`src/rtl/gpio_pkg.sv`:
```
package gpio_pkg;
  localparam int PIN_N   = 8;
  localparam int ADDR_W  = 12;
  localparam logic [ADDR_W-1:0] DIR_OFS = 12'h400;

  typedef struct packed {
    logic             data_hit;
    logic             dir_hit;
    logic [PIN_N-1:0] mask;
  } dec_t;
endpackage

```
`src/rtl/gpio_addr_dec.sv`:
```
module gpio_addr_dec
  import gpio_pkg::*;
(
  input  logic [ADDR_W-1:0] addr_i,
  output dec_t              dec_o
);
  always_comb begin
    dec_o.dir_hit  = (addr_i == DIR_OFS);
    dec_o.data_hit = (addr_i[ADDR_W-1:PIN_N+2] == '0) && (addr_i[1:0] == 2'b00);
    dec_o.mask     = addr_i[PIN_N+1:2];
  end
endmodule

```
`src/rtl/gpio_sync.sv`:
```
module gpio_sync #(
  parameter int WIDTH  = 8,
  parameter int STAGES = 2
) (
  input  logic             clk_i,
  input  logic             rst_ni,
  input  logic [WIDTH-1:0] d_i,
  output logic [WIDTH-1:0] q_o
);
  logic [WIDTH-1:0] stage_q [STAGES];

  for (genvar s = 0; s < STAGES; s++) begin : g_stage
    always_ff @(posedge clk_i or negedge rst_ni) begin
      if (!rst_ni)     stage_q[s] <= '0;
      else if (s == 0) stage_q[s] <= d_i;
      else             stage_q[s] <= stage_q[(s == 0) ? 0 : s-1];
    end
  end

  assign q_o = stage_q[STAGES-1];
endmodule

```
`src/rtl/gpio_regs.sv`:
```
module gpio_regs
  import gpio_pkg::*;
(
  input  logic             clk_i,
  input  logic             rst_ni,
  input  logic             wr_dir_i,
  input  logic             wr_data_i,
  input  logic [PIN_N-1:0] mask_i,
  input  logic [PIN_N-1:0] wdata_i,
  output logic [PIN_N-1:0] dir_o,
  output logic [PIN_N-1:0] out_o
);
  logic [PIN_N-1:0] dir_q, out_q, upd;

  // input pins ignore data writes
  assign upd = mask_i & dir_q & {PIN_N{wr_data_i}};

  always_ff @(posedge clk_i or negedge rst_ni) begin
    if (!rst_ni) begin
      dir_q <= '0;
      out_q <= '0;
    end else begin
      if (wr_dir_i) dir_q <= wdata_i;
      out_q <= (out_q & ~upd) | (wdata_i & upd);
    end
  end

  assign dir_o = dir_q;
  assign out_o = out_q;


  dir_hold_chk: assert property (@(posedge clk_i) disable iff (!rst_ni)
    !wr_dir_i |=> $stable(dir_q));

  out_hold_chk: assert property (@(posedge clk_i) disable iff (!rst_ni)
    !wr_data_i |=> $stable(out_q));

  mask_only_chk: assert property (@(posedge clk_i) disable iff (!rst_ni)
    wr_data_i |=> ((out_q ^ $past(out_q)) & ~$past(mask_i)) == '0);

  input_pin_chk: assert property (@(posedge clk_i) disable iff (!rst_ni)
    wr_data_i |=> ((out_q ^ $past(out_q)) & ~$past(dir_q)) == '0);
endmodule

```
`src/rtl/gpio_rd_mux.sv`:
```
module gpio_rd_mux
  import gpio_pkg::*;
(
  input  dec_t             dec_i,
  input  logic [PIN_N-1:0] dir_i,
  input  logic [PIN_N-1:0] out_i,
  input  logic [PIN_N-1:0] sync_i,
  output logic [PIN_N-1:0] rdata_o
);
  logic [PIN_N-1:0] level;

  for (genvar n = 0; n < PIN_N; n++) begin : g_pin
    assign level[n] = dir_i[n] ? out_i[n] : sync_i[n];
  end

  always_comb begin
    if (dec_i.dir_hit)       rdata_o = dir_i;
    else if (dec_i.data_hit) rdata_o = level & dec_i.mask;
    else                     rdata_o = '0;
  end
endmodule

```
`src/rtl/gpio_mask_port.sv`:
```
module gpio_mask_port
  import gpio_pkg::*;
#(
  parameter int SYNC_STAGES = 2
) (
  input  logic              clk_i,
  input  logic              rst_ni,
  input  logic              req_i,
  input  logic              we_i,
  input  logic [ADDR_W-1:0] addr_i,
  input  logic [PIN_N-1:0]  wdata_i,
  output logic [PIN_N-1:0]  rdata_o,
  output logic              rvalid_o,
  input  logic [PIN_N-1:0]  pin_i,
  output logic [PIN_N-1:0]  pin_o,
  output logic [PIN_N-1:0]  pin_oe_o
);
  dec_t             dec;
  logic [PIN_N-1:0] dir, out, sync, rd_d;
  logic             rd_req, wr_req;

  assign rd_req = req_i & ~we_i;
  assign wr_req = req_i &  we_i;

  gpio_addr_dec u_dec (.addr_i(addr_i), .dec_o(dec));

  gpio_sync #(.WIDTH(PIN_N), .STAGES(SYNC_STAGES)) u_sync (
    .clk_i(clk_i), .rst_ni(rst_ni), .d_i(pin_i), .q_o(sync));

  gpio_regs u_regs (
    .clk_i(clk_i), .rst_ni(rst_ni),
    .wr_dir_i(wr_req & dec.dir_hit), .wr_data_i(wr_req & dec.data_hit),
    .mask_i(dec.mask), .wdata_i(wdata_i), .dir_o(dir), .out_o(out));

  gpio_rd_mux u_mux (
    .dec_i(dec), .dir_i(dir), .out_i(out), .sync_i(sync), .rdata_o(rd_d));

  always_ff @(posedge clk_i or negedge rst_ni) begin
    if (!rst_ni) begin
      rdata_o  <= '0;
      rvalid_o <= 1'b0;
    end else begin
      rvalid_o <= rd_req;
      if (rd_req) rdata_o <= rd_d;
    end
  end

  assign pin_o    = out;
  assign pin_oe_o = dir;


  rvalid_follow_chk: assert property (@(posedge clk_i) disable iff (!rst_ni)
    rd_req |=> rvalid_o);

  rvalid_idle_chk: assert property (@(posedge clk_i) disable iff (!rst_ni)
    !rd_req |=> !rvalid_o);

  rd_mask_chk: assert property (@(posedge clk_i) disable iff (!rst_ni)
    (rd_req && dec.data_hit) |=> (rdata_o & ~$past(dec.mask)) == '0);

  unmapped_rd_chk: assert property (@(posedge clk_i) disable iff (!rst_ni)
    (rd_req && !dec.data_hit && !dec.dir_hit) |=> rdata_o == '0);

  out_rd_chk: assert property (@(posedge clk_i) disable iff (!rst_ni)
    (rd_req && dec.data_hit) |=>
      ((rdata_o ^ $past(pin_o)) & $past(pin_oe_o) & $past(dec.mask)) == '0);
endmodule

```
`config.mk`:
```
export PLATFORM = sky130hd
export DESIGN_NAME = gpio_mask_port
export DESIGN_NICKNAME = d
export VERILOG_FILES = /design/src/rtl/gpio_pkg.sv /design/src/rtl/gpio_addr_dec.sv /design/src/rtl/gpio_sync.sv /design/src/rtl/gpio_regs.sv /design/src/rtl/gpio_rd_mux.sv /design/src/rtl/gpio_mask_port.sv
export SDC_FILE = /design/constraint.sdc
export NUM_CORES = 1
export LEC_CHECK = 0
export CORE_AREA = 5 5 60 62
export CTS_BUF_LIST = sky130_fd_sc_hd__clkbuf_4
export CTS_CLUSTER_SIZE = 25
export DETAILED_ROUTE_END_ITERATION = 8
export DIE_AREA = 0 0 65 67
export DONT_BUFFER_PORTS = 1
export PLACE_DENSITY_LB_ADDON = 0.12
export SYNTH_ARGS = -nofsm -noshare
export SYNTH_HDL_FRONTEND = slang
export SYNTH_SLANG_ARGS = --single-unit
```
`constraint.sdc`:
```
create_clock -name clk_i -period 1.1 [get_ports clk_i]
set_input_delay 0.165 -clock clk_i [delete_from_list [all_inputs] [get_ports clk_i]]
set_output_delay 0.165 -clock clk_i [all_outputs]
set_load 0.005 [all_outputs]
```
==> results by group <==
Outcome
  • Outcome: completed

Yosys
  • Unique masters post-synth: 20
  • Largest cells by area after synthesis: dfrtp_1 (62%), mux2_4 (7.2%), mux2_1 (5.4%)
  • Largest family of logic cells by synthesized area: simple AND/OR/NAND/NOR gates
  • Register bit count reported by yosys: 41
  • Post-Synth Simple-Gate Area: 14.6%
  • Synthesized instance count: 121
  • Avg Synthesized Cell Area: 13.8 µm²
  • Syn nets: 153
  • Post-synthesis compound-gate area fraction: 9.00%
  • Top-area cell type share of the netlist area: 61.5%
  • Synthesized area: 1670 µm²
  • Mux contribution to synthesized area: 12.6%
  • XOR/XNOR Fraction of Synth Area: 0%
  • Ys Warns: 0
  • Leading area contributor after synthesis: dfrtp_1
  • Post-Synth Adder-Cell Area: 0%
  • Sequential share of the synthesized area: 61.5%

Floorplan
  • Die area: 4360 µm²
  • I/O pin count: 57
  • FP Rows: 20
  • Core Region: 2980 µm²
  • Chip height: 67 µm
  • Starting Density: 56.0%
  • Die outline width: 65 µm

Timing
  • Max Freq: 941 MHz
  • Worst-Margin Slew: 0.230 ns
  • Slew headroom: 84.6%
  • Final hold vios: 0
  • Max Slew Vio Count: 0
  • Worst Hold Slack: 0.0276 ns
  • Crit share post-route: 96.7%
  • Final setup viols: 0
  • RSZ-0062 raised after global routing: false
  • Min cycle time layout: 1.06 ns
  • Worst clock skew: 0.00686 ns

Clock tree
  • CTS Buffer Depth: 2
  • Worst skew pair latency: 0.34 ns
  • Clock sinks: 41
  • CTS buffer count: 5
  • H-tree depth: 2
  • Worst-path clk slew: 0.12 ns
  • Clk root buf: clkbuf_4
  • TritonCTS clock tree: done
  • Setup bufs post-CTS: 0

Final layout
  • Fin nets: 181
  • Fraction of layout cells with a size suffix above 1: 29.3%
  • Layout fillers: 218
  • Area grow syn2layout: 23.1%
  • Diodes inserted: 0

Drt
  • Vias per cell: 5.91
  • Iteration count of the initial detailed-routing pass: 4
  • Drt drc: 0
  • Initial DRC count: 68
  • Final wirelength: 3.75 mm
  • Via count: 1081
  • Average wire per standard cell: 20.5 µm
  • Routed Antenna Nets: 0

Place
  • Detailed placer's ending HPWL: 2.65 mm
  • RD Place Congestion: 0.771
  • Port bufs: 0

Power
  • PwrDens: 1290 nW/µm²
  • Overall power: 0.00265 W
  • Peak VDD IR: 0.928 mV
  • P_leak: 0.903 nW

Global route
  • Gr usage total: 18.8%
  • Aggregate global routing overflow: 0
  • Initial antenna violation count: 0
  • Number of global-route vias before repair: 1169
  • First-pass GRT wire length: 6.02 mm
  • Largest net degree at the start of global routing: 42

Setup path
  • WP data arrival: 1.29 ns
  • CP Max Fanout: 8
  • CP startpoint kind: input port
  • Endpoint class of the critical path: flip-flop
  • Critical path class: in -> reg
  • Crit path required time: 1.33 ns

Flow run
  • Max-Cap Viols: 0

Hold path
  • Min-delay worst type: in -> reg
==> worst paths after layout <==
kind                                          from            endpoint  slack [ns]  depth (start not counted)
worst max-delay path                     addr_i[3]     u_regs.dir_o[3]        0.04                          4
worst min-delay path                     addr_i[9]          rdata_o[7]        0.03                          2
worst max register to register     u_regs.dir_o[7]           flip-flop        0.08                          2
worst min register to register  u_sync.stage_q[14]       u_sync.q_o[6]        0.36                          0
max in group asynchronous                   rst_ni  u_sync.stage_q[12]        0.63                          2
min in group asynchronous                   rst_ni            rvalid_o        0.27                          2
==> placed cells by master, fill, tap and decap left out <==
master,n
a21oi_1,8
a31oi_1,8
and3_1,1
and3_4,1
and4_1,1
buf_12,1
buf_4,8
bufinv_16,1
clkbuf_4,6
clkinv_1,1
dfrtp_1,41
dlygate4sd3_1,17
inv_1,1
mux2_4,16
nand2_1,8
nand2b_1,9
nand3_2,8
nand4_1,1
nor2b_1,1
nor3_1,1
nor3_2,1
nor4_4,2
o31ai_1,8
==> layer usage <==
| metal | vias up | GRT usage (%) | share of wire [%] |
|---|---|---|---|
| met2 | 35 | 35.2 | 54 |
| li1 | 495 | - | - |
| met4 | 0 | 5.54 | 0.85 |
| met1 | 547 | 20.1 | 38 |
| met3 | 4 | 5.90 | 7.3 |
| met5 | - | 0 | 0 |
==> through the flow <==
| step | TNS [ns] | setup slack (ns) | area [µm²] | cells | utilization (%) |
|---|---|---|---|---|---|
| 3_5_place_dp | -5.27 | -0.333 | 1780 | 157 | 59.7 |
| 2_1_floorplan | -5.56 | -0.367 | 1720 | 121 | - |
| 5_1_grt | 0 | 0.0258 | 2050 | 183 | 68.9 |
| 4_1_cts | 0 | 0.0441 | 2050 | 183 | 68.8 |
| 6_report | 0 | 0.0368 | 2050 | 183 | 68.9 |
| 3_3_place_gp | -4.78 | -0.312 | 1780 | 157 | 59.7 |
==> kinds of logic (layout without fill, tap and decap cells) <==
| kind of cell | Yosys count | in the layout |
|---|---|---|
| and+or+nand+nor | 34 | 34 |
| DFF | 41 | 41 |
| AOI/OAI and AO/OA | 24 | 24 |
| muxes | 16 | 16 |
| buffers and inverters | 6 | 35 |
==> synthesized netlist by cell type <==
| master | n |
|---|---|
| nor4_2 | 1 |
| buf_6 | 1 |
| a21oi_1 | 8 |
| a31oi_1 | 8 |
| o31ai_1 | 8 |
| buf_4 | 2 |
| nor3_1 | 2 |
| clkbuf_1 | 2 |
| mux2_1 | 8 |
| and3_1 | 2 |
| dfrtp_1 | 41 |
| nand2b_1 | 9 |
| nor2b_1 | 1 |
| nand3_2 | 8 |
| inv_1 | 1 |
| mux2_4 | 8 |
| nor4_4 | 1 |
| and4_1 | 1 |
| nand2_1 | 8 |
| nand4_1 | 1 |
==> where the power goes <==
group          leakage (nW)  switching (W)  internal [W]
combinational         0.325      0.0000694     0.0000732
clock                0.0433       0.000457      0.000498
sequential            0.534      0.0000139       0.00154
==> cell type report <==
type	instances	area (µm²)	share of cell area (%)
sequential	41	1030	50.0
multi-input combinational	74	653	31.8
timing repair buffer	26	250	12.2
clock buffer	6	45.0	2.19
tap	33	41.3	2.01
clock inverter	2	33.8	1.65
inverter	1	3.75	0.183
==> timing repair <==
item,CTS,global route
resized for setup,0,1
hold endpoints to repair,65,0
setup endpoints to repair,0,2
hold buffers,18,0
==> critical path, cell delays in order <==
cell and delay, ns:
nor4_4 0.28, and4_1 0.24, and3_4 0.29, mux2_4 0.32
Note: power is estimated with default switching activity, not from simulation.
